### src/rtl/mwb_pkg.sv
package mwb_pkg;
  // What a store does to the buffer in the cycle it is taken
  typedef enum logic [1:0] {
    WB_IDLE  = 2'd0,
    WB_FOLD  = 2'd1,
    WB_NEW   = 2'd2
  } wb_op_e;
endpackage

### src/rtl/mwb_ring.sv
module mwb_ring #(
  parameter int ENTRIES = 4,
  localparam int IDX_W  = $clog2(ENTRIES)
) (
  input  logic               clk,
  input  logic               rst_n,
  input  logic               alloc,
  input  logic               drain,
  output logic [IDX_W-1:0]   head,
  output logic [IDX_W-1:0]   tail,
  output logic [ENTRIES-1:0] occ
);
  function automatic logic [IDX_W-1:0] next_idx(input logic [IDX_W-1:0] i);
    return (i == IDX_W'(ENTRIES - 1)) ? '0 : i + 1'b1;
  endfunction

  always_ff @(posedge clk) begin
    if (!rst_n) begin
      head <= '0;
      tail <= '0;
      occ  <= '0;
    end else begin
      if (drain) begin
        occ[head] <= 1'b0;
        head      <= next_idx(head);
      end
      if (alloc) begin
        occ[tail] <= 1'b1;
        tail      <= next_idx(tail);
      end
    end
  end

  AST_NO_OVERFLOW: assert property (@(posedge clk) disable iff (!rst_n)
    alloc |-> (!occ[tail] || (drain && head == tail)));
  AST_NO_UNDERFLOW: assert property (@(posedge clk) disable iff (!rst_n)
    drain |-> occ[head]);
endmodule

### src/rtl/mwb_match.sv
module mwb_match #(
  parameter int ENTRIES = 4,
  parameter int BLK_W   = 14,
  localparam int IDX_W  = $clog2(ENTRIES)
) (
  input  logic                          clk,
  input  logic                          rst_n,
  input  logic [BLK_W-1:0]              blk,
  input  logic                          is_io,
  input  logic [ENTRIES-1:0]            occ,
  input  logic [ENTRIES-1:0]            io_q,
  input  logic [ENTRIES-1:0][BLK_W-1:0] tags,
  input  logic [IDX_W-1:0]              head,
  output logic [ENTRIES-1:0]            hit_vec,
  output logic                          hit
);
  for (genvar g = 0; g < ENTRIES; g++) begin : g_cmp
    logic open_e;
    assign open_e     = occ[g] && !io_q[g] && (head != IDX_W'(g));
    assign hit_vec[g] = open_e && !is_io && (tags[g] == blk);
  end

  assign hit = |hit_vec;

  AST_ONE_HIT: assert property (@(posedge clk) disable iff (!rst_n)
    $onehot0(hit_vec));
endmodule

### src/rtl/merge_wbuf.sv
module merge_wbuf #(
  parameter int ENTRIES = 4,
  parameter int WORDS   = 4,
  parameter int ADDR_W  = 16,
  parameter int DATA_W  = 32,
  localparam int OFF_W  = $clog2(WORDS),
  localparam int BLK_W  = ADDR_W - OFF_W,
  localparam int IDX_W  = $clog2(ENTRIES),
  localparam int LINE_W = WORDS * DATA_W
) (
  input  logic              clk,
  input  logic              rst_n,
  input  logic              st_valid,
  output logic              st_ready,
  input  logic [ADDR_W-1:0] st_addr,
  input  logic [DATA_W-1:0] st_data,
  input  logic              st_io,
  output logic              dn_valid,
  input  logic              dn_ready,
  output logic [BLK_W-1:0]  dn_blk,
  output logic [LINE_W-1:0] dn_data,
  output logic [WORDS-1:0]  dn_mask
);
  import mwb_pkg::*;

  function automatic logic [BLK_W-1:0] block_of(input logic [ADDR_W-1:0] a);
    return a[ADDR_W-1:OFF_W];
  endfunction

  function automatic logic [OFF_W-1:0] slot_of(input logic [ADDR_W-1:0] a);
    return a[OFF_W-1:0];
  endfunction

  function automatic logic [WORDS-1:0] slot_bit(input logic [OFF_W-1:0] s);
    return WORDS'(1) << s;
  endfunction

  logic [ENTRIES-1:0][BLK_W-1:0] tag_q;
  logic [ENTRIES-1:0]            io_q;
  logic [WORDS-1:0]              mask_q [ENTRIES];
  logic [LINE_W-1:0]             data_q [ENTRIES];

  logic [IDX_W-1:0]   head, tail;
  logic [ENTRIES-1:0] occ;
  logic [ENTRIES-1:0] hit_vec;
  logic               hit;

  logic [BLK_W-1:0] in_blk;
  logic [OFF_W-1:0] in_slot;
  logic             can_alloc;
  logic             dn_fire;
  logic             st_fire;
  logic             do_fold;
  logic             do_new;
  wb_op_e           op;

  assign in_blk  = block_of(st_addr);
  assign in_slot = slot_of(st_addr);

  mwb_ring #(.ENTRIES(ENTRIES)) u_ring (
    .clk   (clk),
    .rst_n (rst_n),
    .alloc (do_new),
    .drain (dn_fire),
    .head  (head),
    .tail  (tail),
    .occ   (occ)
  );

  mwb_match #(.ENTRIES(ENTRIES), .BLK_W(BLK_W)) u_match (
    .clk     (clk),
    .rst_n   (rst_n),
    .blk     (in_blk),
    .is_io   (st_io),
    .occ     (occ),
    .io_q    (io_q),
    .tags    (tag_q),
    .head    (head),
    .hit_vec (hit_vec),
    .hit     (hit)
  );

  // Drain port: the oldest entry is always the one on offer
  assign dn_valid = occ[head];
  assign dn_blk   = tag_q[head];
  assign dn_data  = data_q[head];
  assign dn_mask  = mask_q[head];
  assign dn_fire  = dn_valid && dn_ready;

  // When full, tail equals head, so a leaving head frees the slot for this store
  assign can_alloc = !occ[tail] || (dn_fire && (tail == head));
  assign st_ready  = hit || can_alloc;
  assign st_fire   = st_valid && st_ready;

  always_comb begin
    op = WB_IDLE;
    if (st_fire) op = hit ? WB_FOLD : WB_NEW;
  end

  assign do_fold = (op == WB_FOLD);
  assign do_new  = (op == WB_NEW);

  always_ff @(posedge clk) begin
    if (!rst_n) begin
      io_q <= '0;
      for (int i = 0; i < ENTRIES; i++) mask_q[i] <= '0;
    end else begin
      for (int i = 0; i < ENTRIES; i++) begin
        if (do_new && tail == IDX_W'(i)) begin
          tag_q[i]  <= in_blk;
          io_q[i]   <= st_io;
          mask_q[i] <= slot_bit(in_slot);
          data_q[i] <= '0;
          data_q[i][int'(in_slot)*DATA_W +: DATA_W] <= st_data;
        end else if (do_fold && hit_vec[i]) begin
          mask_q[i] <= mask_q[i] | slot_bit(in_slot);
          data_q[i][int'(in_slot)*DATA_W +: DATA_W] <= st_data;
        end
      end
    end
  end

  AST_DN_HOLD: assert property (@(posedge clk) disable iff (!rst_n)
    (dn_valid && !dn_ready) |=> (dn_valid && $stable(dn_blk) && $stable(dn_mask) && $stable(dn_data)));
  AST_STALL_FULL: assert property (@(posedge clk) disable iff (!rst_n)
    (st_valid && !st_ready) |-> ((&occ) && !dn_fire));
  AST_MASK_NONZERO: assert property (@(posedge clk) disable iff (!rst_n)
    dn_valid |-> (dn_mask != '0));
  AST_FULL_DRAIN_READY: assert property (@(posedge clk) disable iff (!rst_n)
    ((&occ) && dn_fire) |-> st_ready);
endmodule

### config.mk
export PLATFORM = sky130hd
export DESIGN_NAME = merge_wbuf
export DESIGN_NICKNAME = d
export VERILOG_FILES = /design/src/rtl/mwb_pkg.sv /design/src/rtl/mwb_ring.sv /design/src/rtl/mwb_match.sv /design/src/rtl/merge_wbuf.sv
export SDC_FILE = /design/constraint.sdc
export NUM_CORES = 1
export LEC_CHECK = 0
export BUFFER_PORTS_ARGS = -buffer_cell sky130_fd_sc_hd__buf_2
export CAP_MARGIN = 25
export CORE_ASPECT_RATIO = 2
export CORE_MARGIN = 4
export CORE_UTILIZATION = 45
export DETAILED_ROUTE_END_ITERATION = 10
export HOLD_SLACK_MARGIN = 0.06
export SLEW_MARGIN = 20
export SYNTH_ARGS = -nofsm -noshare
export SYNTH_HDL_FRONTEND = slang
export SYNTH_SLANG_ARGS = --single-unit
### constraint.sdc
create_clock -name clk -period 5.37 [get_ports clk]
set_input_delay 0 -clock clk [delete_from_list [all_inputs] [get_ports clk]]
set_output_delay 0 -clock clk [all_outputs]
set_load 0.03 [all_outputs]
Word level (Yosys, flattened, before mapping)
Memories as Yosys holds them, arrays and structs flattened. A register that Yosys moved wholly into a read port is not among the register bits.
Index checks and enable logic that the tools add are counted.
{"block": "word_totals", "memories": 2, "in_bits": 53, "reg_bits": 68, "ramBits": 528}
{"block": "classes", "eq_ne": 14, "n_lt_le_gt_ge": 4, "shift": 3, "reduce_logical": 44, "n_bitwise": 1039, "mux": 1090, "add_sub_neg": 3}
{"name": "data_q", "depth": 4, "width": 128, "rd": 1, "rd_ports_with_merged_regs": 1, "wr": 4, "line": "merge_wbuf.sv:41", "source": "logic [LINE_W-1:0] data_q [ENTRIES];"}
{"name": "mask_q", "depth": 4, "width": 4, "rd": 5, "rd_ports_with_merged_regs": 1, "wr": 4, "line": "merge_wbuf.sv:40", "source": "logic [WORDS-1:0] mask_q [ENTRIES];"}
{"cell": "2-to-1 mux 1 bit", "count": 1057}
{"cell": "bitwise OR 1 bit", "count": 1032}
{"cell": "2-to-1 mux 128 bit", "count": 8}
{"cell": "variable shift 32 x 33 -> 128 bit, first input constant", "count": 1}
{"cell": "variable part select 32 x 33 -> 128 bit", "count": 1}
{"cell": "equality test 14 bit", "count": 4}
{"cell": "2-to-1 mux 4 bit", "count": 11}
{"cell": "negation 7 -> 33 bit", "count": 1}
{"cell": "logical AND 1 bit", "count": 29}
{"cell": "binary-select mux 14 bit (select 2 bit)", "count": 1}
{"cell": "bitwise OR 4 bit", "count": 5}
{"cell": "2-to-1 mux 2 bit", "count": 8}
{"cell": "2-to-1 mux 14 bit", "count": 1}
{"cell": "equality test 2 bit, second input constant", "count": 4}
{"cell": "AND reduction 2 bit", "count": 4}
{"cell": "zero test 1 bit", "count": 6}
{"cell": "< comparator 2 x 3 -> 1 bit, second input constant", "count": 2}
{"cell": "adder 2 x 1 -> 2 bit, second input constant", "count": 2}
{"cell": "AND 4 bit", "count": 1}
{"cell": "binary-select mux 1 bit (select 2 bit)", "count": 2}
{"cell": "demux 1 bit (select 2 bit)", "count": 2}
{"cell": "equality test 2 x 1 -> 1 bit, second input constant", "count": 2}
{"cell": ">= comparator 2 x 1 -> 1 bit, second input constant", "count": 2}
{"cell": "inequality test 2 bit, second input constant", "count": 2}
{"cell": "8 further kinds", "count": 9}

Depth between registers and ports, before layout
Gate-level depths: netlist (run 1).
{"block": "logic_depth", "word_depth": 16, "depth_mapped": 13, "depth_no_buf": 8}

By module
A second synthesis (run 1) with hierarchy kept.
{"block": "unflattened", "cells_unflattened": 1837, "area_unflattened_um2": 26877.0}
{"module": "merge_wbuf", "area_each_um2": 25690.9, "cells_per_inst": 1698, "seq_area_each_um2": 17616.9, "instances": 1}
{"module": "mwb_match", "area_each_um2": 742.0, "cells_per_inst": 96, "seq_area_each_um2": 0.0, "instances": 1}
{"module": "mwb_ring", "area_each_um2": 444.2, "cells_per_inst": 43, "seq_area_each_um2": 160.2, "instances": 1}

Worst setup path after synthesis (run 1)
No wires, ideal clock.
{"block": "synth_path", "kind": "register -> register", "start": "reg u_ring.head[0]", "end": "mem data_q[0][0] (netlist bit) (enable)", "t_arrival_ns": 3.787, "stages_incl_launch_ff": 13, "t_required_ns": 4.977, "slack_ns": 1.190, "setup_ns": 0.393, "path_cell_list": "dfxtp_1 -> buf_2 -> buf_1 -> inv_1 -> ha_1 -> or4b_1 -> nor4_1 -> nand4_1 -> and4b_1 -> buf_2 -> and2_1 -> clkbuf_1 -> a21o_1"}
{"element": "start, declared", "line": "mwb_ring.sv:9", "source": "output logic [IDX_W-1:0] head,"}
{"element": "start signal, assigned", "line": "mwb_ring.sv:25", "source": "head <= next_idx(head);"}
{"element": "end, declared", "line": "merge_wbuf.sv:41"}

==> impl_metrics.tcl, run 1 <==
set metrics [dict create \
    antenna_found_initial 2 \
    synth_edf_count 584 \
    path_max_fanout 30 \
    numCtsBuffers 52 \
    instances_no_fill 2779 \
    syn_to_final_growth_pct 15.7 \
    sequentialPowerShare_pct 51.9 \
    fmax_ghz 0.232 \
    dp_hpwl_um 44500 \
    critical_path_required_ps 5680 \
    ys_seq_elements 598 \
    final_layout_size_suffix_gt1_share_pct 23.1 \
    path_class "flip-flop to flip-flop" \
    worstHoldPathType "input pin to flip-flop" \
    whs_path_depth 4 \
    status "complete, no violations" \
    cts_buffer_depth 3 \
    switching_share_pct 25.7 \
    rr_worst_depth 9 \
    cp.arrival_ps 4620 \
    p_per_area_nw_per_um2 342 \
    root_buffer "clkbuf_16" \
    cts_max_level 2 \
    synth_top_cell_by_area "edfxtp_1" \
    netlist_top_cells_area "edfxtp_1 68%, mux4_2 13%, nor2_1 7.9%" \
    wl_um 71500 \
    report.final.slew_viol_count 0 \
    place_area_um2 27700 \
    setup_slack_ps 1060 \
    tightest_slew_ps 1030 \
    combPwrFrac_pct 12.2 \
    pre_cts_slack_ps 1080 \
    start_util_pct 45.3 \
    postRouteAntennaNets 0 \
    whs_endpoint "mask_q[0][3]" \
    ys_warn_count 0 \
    via_count 15662 \
    hold_start "st_addr[0]" \
    rsz0062_at_grt "no" \
    internal_power_mw 7.59 \
    period_needed_ps 4310 \
    maxSlewHeadroom_pct 31.1 \
    grt_max_degree 133 \
    cap_viol_max_count 0 \
    cts_tree "yes" \
    whs_ps 187 \
    place.gp.congestion 0.920 \
    ir_drop_uv 271 \
    final_common_cell "edfxtp_1" \
    core_um2 57100 \
    final_cell_mix "584 x edfxtp_1, 544 x nor2_1, 200 x buf_2" \
    p_total_mw 10.2 \
    worstReg2RegStart "u_ring.head[1]" \
    hold_viol 0 \
    netlist_instances 1747 \
    cp-end-kind "flip-flop" \
    finalClockSkew_ps 22.5 \
    clk_pin_slew_ps 70 \
    yosysUniqueCellTypes 36 \
    clk-insertion-delay-late_ps 610 \
    synth_top_cell_area_share_pct 67.8 \
    regToRegSetupSlack_ps 1060 \
    grt_pass1_wl_um 105000 \
    drc_errors 0 \
    p_sw_mw 2.62 \
    postSynthAreaPerCell_um2 14.8 \
    portBuffers 200 \
    rows 124 \
    drt_iter0_markers 1407 \
    synth_fp_nets 1816 \
    fin_util_pct 52.4 \
    grt-ovfl-total 0 \
    grt_pass1_vias 16190 \
    synth_async_sr_flop_share_pct 0 \
    dp.cells 2628 \
    yosysSeqAreaShare_pct 68.9 \
    die_w_um 177 \
    final_area_um2 29900 \
    start_kind "flip-flop" \
    p_leak_nw 9.77 \
    die_h_um 347 \
    finalSetupViolCount 0 \
    wl_per_cell_um 25.7 \
    nets 2048 \
    synth_ff_type "edfxtp_1" \
    cts_sinks 598 \
    dieArea_um2 61600 \
    r2r-end "data_q[0][9]" \
    finalCritPeriodShare_pct 80.3 \
    routed_via_density 5.64 \
    grt_use_total_pct 23.1 \
    syn_area_um2 25900 \
    finalSetupTns_ps 0 \
    p_clk_share_pct 35.9 \
    pin_count 201 \
    dr.pass1.iters 5 \
]
## flip-flops by register name, summed over array words and instances, names as in the netlist, named ones only
name,flops
tag_q,56
mask_q,16
u_ring.occ,4
u_ring.head,2
data_q,512
u_ring.tail,2
io_q,4
## power by group through the flow
stage	clock network [mW]	registers [mW]	logic [mW]
4_1_cts	3.74	5.30	1.27
2_1_floorplan	0	5.36	0.807
6_report	3.67	5.30	1.25
3_3_place_gp	0	5.40	1.23
3_5_place_dp	0	5.41	1.23
5_1_grt	3.90	5.31	1.31
## cells in the mapped netlist (all sizes together), types with 14 or more instances
library cell,instances
a21o,16
a21oi,22
buf,77
clkbuf,35
dfxtp,14
edfxtp,584
ha,16
mux4,148
nand2,138
nand4,15
nor2,544
nor4,19
xnor2,16
xor2,42
## what timing repair did
action | CTS | global route
gates resized for setup | 0 | 0
endpoints found under the hold margin | 594 | 0
hold buffers | 53 | 0
buffers inserted | 0 | 0
## area by class of cell
class | instances | area, um2
multi-input combinational | 1030 | 7510
antenna | 1 | 2.50
timing repair buffer | 290 | 1960
tap | 756 | 946
clock buffer | 68 | 1400
sequential | 598 | 17800
clock inverter | 29 | 228
fill | 4847 | 27200
inverter | 7 | 26.3
## metal layers
metal | track usage, % | vias up | share of wire (%)
li1 | - | 6882 | -
met1 | 28.4 | 8026 | 36
met2 | 39.3 | 607 | 51
met3 | 3.91 | 145 | 6.7
met4 | 11.8 | 2 | 6.1
met5 | 0 | - | 0.022
## cells by family after synthesis
| family | count (synthesis) | synth area share [%] |
|---|---|---|
| mux | 152 | 13.0 |
| fa+ha+maj | 16 | 0.774 |
| compound gates | 52 | 1.43 |
| flops | 598 | 68.9 |
| xor+xnor | 58 | 1.97 |
| simple gates | 752 | 11.7 |
| buf+inv | 119 | 2.21 |
## worst max-delay path by stage
| stage | slack, ps | end | cells after the start | startpoint |
|---|---|---|---|---|
| 3_3_place_gp | 1180 | data_q[0][5] | 9 | u_ring.head[1] |
| 2_1_floorplan | 1190 | data_q[0][0] | 12 | u_ring.head[0] |
| 5_1_grt | 870 | data_q[3][113] | 9 | u_ring.head[1] |
| 3_5_place_dp | 1080 | data_q[0][5] | 9 | u_ring.head[1] |
| 6_report | 1060 | data_q[0][9] | 9 | u_ring.head[1] |
| 4_1_cts | 1090 | data_q[0][9] | 9 | u_ring.head[1] |
## critical path, stage by stage (launching register included)
cell	delay [ps]
dfxtp_1	920
inv_1	200
ha_1	250
or4b_1	560
nor4_1	340
nand4_1	180
and4b_1	370
and2_1	550
a21o_1	340
buf_4	280
Note: power is estimated with default switching activity, not from simulation.
==> run 2: changes to the inputs <==
--- a/config.mk
+++ b/config.mk
@@ -5,6 +5,7 @@
 export SDC_FILE = /design/constraint.sdc
 export NUM_CORES = 1
 export LEC_CHECK = 0
+export ABC_AREA = 1
 export BUFFER_PORTS_ARGS = -buffer_cell sky130_fd_sc_hd__buf_2
 export CAP_MARGIN = 25
 export CORE_ASPECT_RATIO = 2
==> constraint.sdc (replaced) <==
create_clock -name clk -period 4.4 [get_ports clk]
set_input_delay 0 -clock clk [delete_from_list [all_inputs] [get_ports clk]]
set_output_delay 0 -clock clk [all_outputs]
set_load 0.03 [all_outputs]
==> run 2 against run 1 <==
Net effect: critical path depth up 7; sequential share of layout area down 3.6 points; worst hold slack better by 48 ps; final cell count up 40%; count of clock-buffer cells in the layout down 3; wire length up 21%; maximum frequency up 25%; first-iteration DRC count up 34%; cell area up 6.4%; clock skew down 0.71 ps; clock power up 27%; critical path type unchanged; largest power group unchanged.
==> impl_metrics.tcl, run 2 <==
set metrics [dict create \
    core_um2 61000 \
    syn_area_um2 27700 \
    postRouteAntennaNets 0 \
    place.gp.congestion 0.914 \
    crit_start "u_ring.head[1]" \
    cts_buffer_depth 3 \
    yosysSeqAreaShare_pct 64.3 \
    hold_viol 0 \
    status "complete, no violations" \
    antenna_found_initial 1 \
    tightest_slew_ps 1070 \
    cts_tree "yes" \
    ir_drop_uv 443 \
    dp.cells 3742 \
    clk_pin_slew_ps 70 \
    hold_start "st_addr[2]" \
    synth_mux_area_share_pct 0 \
    clk-insertion-delay-late_ps 620 \
    path_max_fanout 29 \
    rows 128 \
    synth-adder-area-share_pct 0.722 \
    worstReg2RegStart "u_ring.head[1]" \
    grt_max_degree 208 \
    synth_async_sr_flop_share_pct 0 \
    syn_to_final_growth_pct 14.8 \
    drt_iter0_markers 1890 \
    synth_edf_count 584 \
    wl_per_cell_um 22.3 \
    cp.arrival_ps 3810 \
    fmax_ghz 0.289 \
    nets 3138 \
    root_buffer "clkbuf_16" \
    via_count 21616 \
    routed_via_density 5.55 \
    grt_pass1_vias 21540 \
    synth.most_common_cell "nor2_1" \
    numCtsBuffers 53 \
    reg_top3 "data_q (512), tag_q (56), mask_q (16)" \
    drc_errors 0 \
    synth-simple-area-share_pct 18.6 \
    cts_sinks 598 \
    regToRegSetupSlack_ps 940 \
    p_leak_nw 11.3 \
    instances_no_fill 3893 \
    final_common_cell "nor2_1" \
    dp_hpwl_um 54500 \
    maxSlewHeadroom_pct 28.4 \
    synthXorXnorAreaFrac_pct 0.411 \
    synth_ff_type "edfxtp_1" \
    final_cell_mix "840 x nor2_1, 584 x edfxtp_1, 361 x nand2_1" \
    wl_um 86600 \
    portBuffers 200 \
    pin_count 201 \
    finalClockSkew_ps 21.8 \
    worstHoldPathType "input pin to flip-flop" \
    synth_top_cell_by_area "edfxtp_1" \
    start_util_pct 45.4 \
    cts_resized 0 \
    grt_use_total_pct 25.6 \
    largest_reg_flops 512 \
    cp-end-kind "flip-flop" \
    yosys-top-cells-count "841 x nor2_1, 584 x edfxtp_1, 361 x nand2_1" \
    p_per_area_nw_per_um2 537 \
    postSynthAreaPerCell_um2 9.60 \
    p_total_mw 17.1 \
    period_needed_ps 3460 \
    synth_compound_area_share_pct 9.62 \
    grt_pass1_wl_um 129000 \
    rsz0062_at_grt "no" \
    dr.pass1.iters 5 \
    ys_seq_elements 598 \
    cap_viol_max_count 0 \
    ys_warn_count 0 \
    report.final.slew_viol_count 0 \
    cts_max_level 2 \
    synth_fp_nets 2955 \
    largest-register "data_q" \
    finalCritPeriodShare_pct 78.6 \
    synth_top_family_by_area "simple AND/OR/NAND/NOR gates" \
    start_kind "flip-flop" \
    netlist_instances 2886 \
    cts_hold_buffers 52 \
    synth_top_cell_area_share_pct 63.3 \
    die_w_um 183 \
    grt-ovfl-total 0 \
    path_class "flip-flop to flip-flop" \
    final_layout_size_suffix_gt1_share_pct 12.2 \
    netlist_top_cells_area "edfxtp_1 63%, nor2_1 11%, o21ai_0 5.5%" \
    die_h_um 359 \
    finalSetupViolCount 0 \
    whs_ps 236 \
    yosysUniqueCellTypes 34 \
    postCtsSetupRepairBufs 0 \
    dieArea_um2 65900 \
    critical_path_required_ps 4750 \
]
## run 2: cell types whose count changed after synthesis, sizes merged, moves of 35 or more
| cell | change |
|---|---|
| a21oi | +35 |
| nor2 | +299 |
| clkbuf | +105 |
| o22ai | +132 |
| xor2 | -39 |
| mux4 | -148 |
| o21ai | +304 |
| inv | +260 |
| nand2 | +226 |
| nand3 | +74 |
| buf | -39 |
## run 2: critical path: stages (launching register included)
cell and delay, ps:
dfxtp_1 390, inv_1 380, ha_1 230, inv_1 50
nand3_1 90, nor2_1 50, nand2_1 50, nor2_1 40
nand2_1 80, nand2_1 90, nor2_4 230, nor2_4 90
nand2_1 330, nand2_1 190, inv_2 350, buf_4 460
nor2_1 90
## run 2: path summary, 6_finish.rpt
check	end	depth (start not counted)
worst max-delay path	data_q[1][37]	16
worst min-delay path	tag_q[14]	2
worst max register to register	data_q[1][37]	16
worst min register to register	io_q[1]	2
## run 2: through the flow
stage / setup TNS, ps / setup slack [ps] / area, um2 / utilization [%]
finish: 0 / 940 / 31800 / 52.1
global route: 0 / 656 / 31800 / 52.1
CTS: 0 / 961 / 31800 / 52.1
detailed placement: 0 / 983 / 29600 / 48.5
global placement: 0 / 1050 / 29600 / 48.5
floorplan: -24990 / -195 / 27700 / -
## run 2: logic make-up after synthesis
kind of cell,count (synthesis)
flip-flops,598
AO/OA/AOI/OAI,496
XOR/XNOR,13
adder cells (fa/ha/maj),16
buffers and inverters,446
AND/OR/NAND/NOR,1317
## run 2: cell type report
class	instances	area [um2]
Antenna cell	2	5.00
Clock buffer	65	1390
Clock inverter	32	309
Fill cell	5588	29200
Inverter	268	1010
Multi-Input combinational cell	1842	8250
Sequential cell	598	17800
Tap cell	780	976
Timing Repair Buffer	306	2040
## run 2: where the power goes
| part | switching [mW] | internal, mW |
|---|---|---|
| clock | 2.12 | 2.56 |
| combinational | 4.21 | 1.30 |
| sequential | 0.201 | 6.69 |
| total | 6.53 | 10.5 |
## run 2: layer usage
| layer | track usage [%] | vias up | wire, um |
|---|---|---|---|
| met1 | 29.8 | 10518 | 31000 |
| met4 | 15.9 | 0 | 6410 |
| met5 | 0 | - | 0 |
| li1 | - | 9997 | - |
| met3 | 3.61 | 197 | 5850 |
| met2 | 43.9 | 904 | 43300 |
==> run 3: changes to the inputs <==
==> constraint.sdc (replaced) <==
create_clock -name clk -period 3.1 [get_ports clk]
set_input_delay 0 -clock clk [delete_from_list [all_inputs] [get_ports clk]]
set_output_delay 0 -clock clk [all_outputs]
set_load 0.03 [all_outputs]
==> run 3 against run 2 <==
Net effect: final cell count rose by 0.33%; count of clock-buffer cells in the layout rose by 5; total power rose by 43%; critical path type unchanged; utilization rose by 0.50 points; die area did not move; via count rose by 0.42%; critical endpoint is now data_q[1][107]; combinational power rose by 46%; setup slack got worse by 760 ps.
==> impl_metrics.tcl, run 3 (synthesis results as in run 2) <==
set metrics [dict create \
    worstHoldPathType "input pin to flip-flop" \
    final_cell_mix "839 x nor2_1, 584 x edfxtp_1, 355 x nand2_1" \
    critical_path_required_ps 3390 \
    clk-insertion-delay-late_ps 620 \
    postCtsSetupRepairBufs 0 \
    grt-ovfl-total 0 \
    rows 128 \
    antenna_found_initial 1 \
    crit_start "u_ring.head[0]" \
    path_max_fanout 32 \
    syn_to_final_growth_pct 15.9 \
    wl_um 86600 \
    grt_max_degree 155 \
    finalCritPeriodShare_pct 94.2 \
    cts_tree "yes" \
    fmax_ghz 0.342 \
    die_w_um 183 \
    drt_iter0_markers 1857 \
    tightest_slew_ps 1020 \
    nFillCells 5510 \
    numCtsBuffers 52 \
    largest_reg_flops 512 \
    cp-end-kind "flip-flop" \
    p_clk_share_pct 27.1 \
    switching_share_pct 38.1 \
    cap_viol_max_count 0 \
    combPwrFrac_pct 33.0 \
    path_class "flip-flop to flip-flop" \
    hold_viol 0 \
    routed_via_density 5.56 \
    finalClockSkew_ps 27.5 \
    rsz0062_at_grt "yes" \
    root_buffer "clkbuf_16" \
    core_um2 61000 \
    clk_pin_slew_ps 70 \
    internal_power_mw 15.1 \
    pre_cts_slack_ps 132 \
    pin_count 201 \
    grt_pass1_wl_um 130000 \
    worstReg2RegStart "u_ring.head[0]" \
    largest-register "data_q" \
    maxSlewHeadroom_pct 32.0 \
    cts_buffer_depth 3 \
    final_common_cell "nor2_1" \
    cts_max_level 2 \
    finalSetupTns_ps 0 \
    postRouteAntennaNets 0 \
    p_per_area_nw_per_um2 758 \
    start_util_pct 45.4 \
    place.gp.congestion 0.912 \
    report.final.slew_viol_count 0 \
    grt_use_total_pct 25.7 \
    p_sw_mw 9.28 \
    nets 3153 \
    dr.pass1.iters 6 \
    status "complete, no violations" \
    p_leak_nw 11.4 \
    final_area_um2 32100 \
    period_needed_ps 2920 \
    finalSetupViolCount 0 \
    place_area_um2 29900 \
    die_h_um 359 \
    portBuffers 200 \
    grt_pass1_vias 21953 \
    cp.arrival_ps 3210 \
    dp_hpwl_um 54600 \
    setup_slack_ps 179 \
    via_count 21706 \
    cts_sinks 598 \
    whs_ps 84.6 \
    final_layout_size_suffix_gt1_share_pct 12.7 \
    hold_start "st_addr[0]" \
    ir_drop_uv 566 \
    sequentialPowerShare_pct 39.9 \
    start_kind "flip-flop" \
    wl_per_cell_um 22.2 \
    reg_top3 "data_q (512), tag_q (56), mask_q (16)" \
    dieArea_um2 65900 \
    drc_errors 0 \
]
## run 3: path summary, 6_finish.rpt
path | endpoint | slack (ps) | cells after the start
worst max-delay path | data_q[1][107] | 180 | 15
worst min-delay path | mask_q[3][3] | 80 | 4
worst max register to register | data_q[1][107] | 180 | 15
worst min register to register | io_q[0] | 470 | 2
## run 3: area by class of cell
class	instances	area, um2	area share [%]
sequential	598	17800	55.5
clock buffer	70	1400	4.36
tap	780	976	3.04
clock inverter	24	267	0.830
antenna	2	5.00	0.0156
multi-input combinational	1842	8320	25.9
timing repair buffer	322	2310	7.20
inverter	268	1010	3.15
## run 3: critical path, cell delays in order, from the launching register on
cell,delay [ps]
dfxtp_1,460
inv_2,100
ha_1,220
nor2_1,120
nand3_1,120
nor2_1,110
nand2_1,60
nor2_1,100
nand2_1,70
nand2_1,110
nor2_4,70
nor2_4,170
nand2_1,240
buf_4,240
o21ai_4,150
buf_12,240
## run 3: timing repair
item,CTS,global route
hold buffers,51,0
setup endpoints to repair,0,131
hold endpoints to repair,457,0
resized for setup,0,3
## run 3: power groups by stage
stage	combinational [mW]	sequential [mW]	clock, mW
after detailed placement	8.03	9.89	0
final	8.03	9.71	6.59
after CTS	8.10	9.71	6.69
after global placement	7.96	9.86	0
after floorplan	5.06	9.81	0
after global routing	8.57	9.76	7.01
## run 3: through the flow
step	std cells	util (%)	power, mW
after floorplan	2886	-	14.9
after global placement	3759	49.0	17.8
after detailed placement	3759	49.0	17.9
after CTS	3904	52.6	24.5
after global routing	3904	52.6	25.3
final	3906	52.6	24.3
## run 3: metal layers
layer	track usage, %	share of wire [%]	routed length [um]	vias to the layer above
met5	0	0.015	13	-
li1	-	-	-	10034
met2	44.7	50	43700	856
met4	15.4	7.0	6100	2
met3	3.91	6.9	5990	207
met1	29.5	36	30800	10607
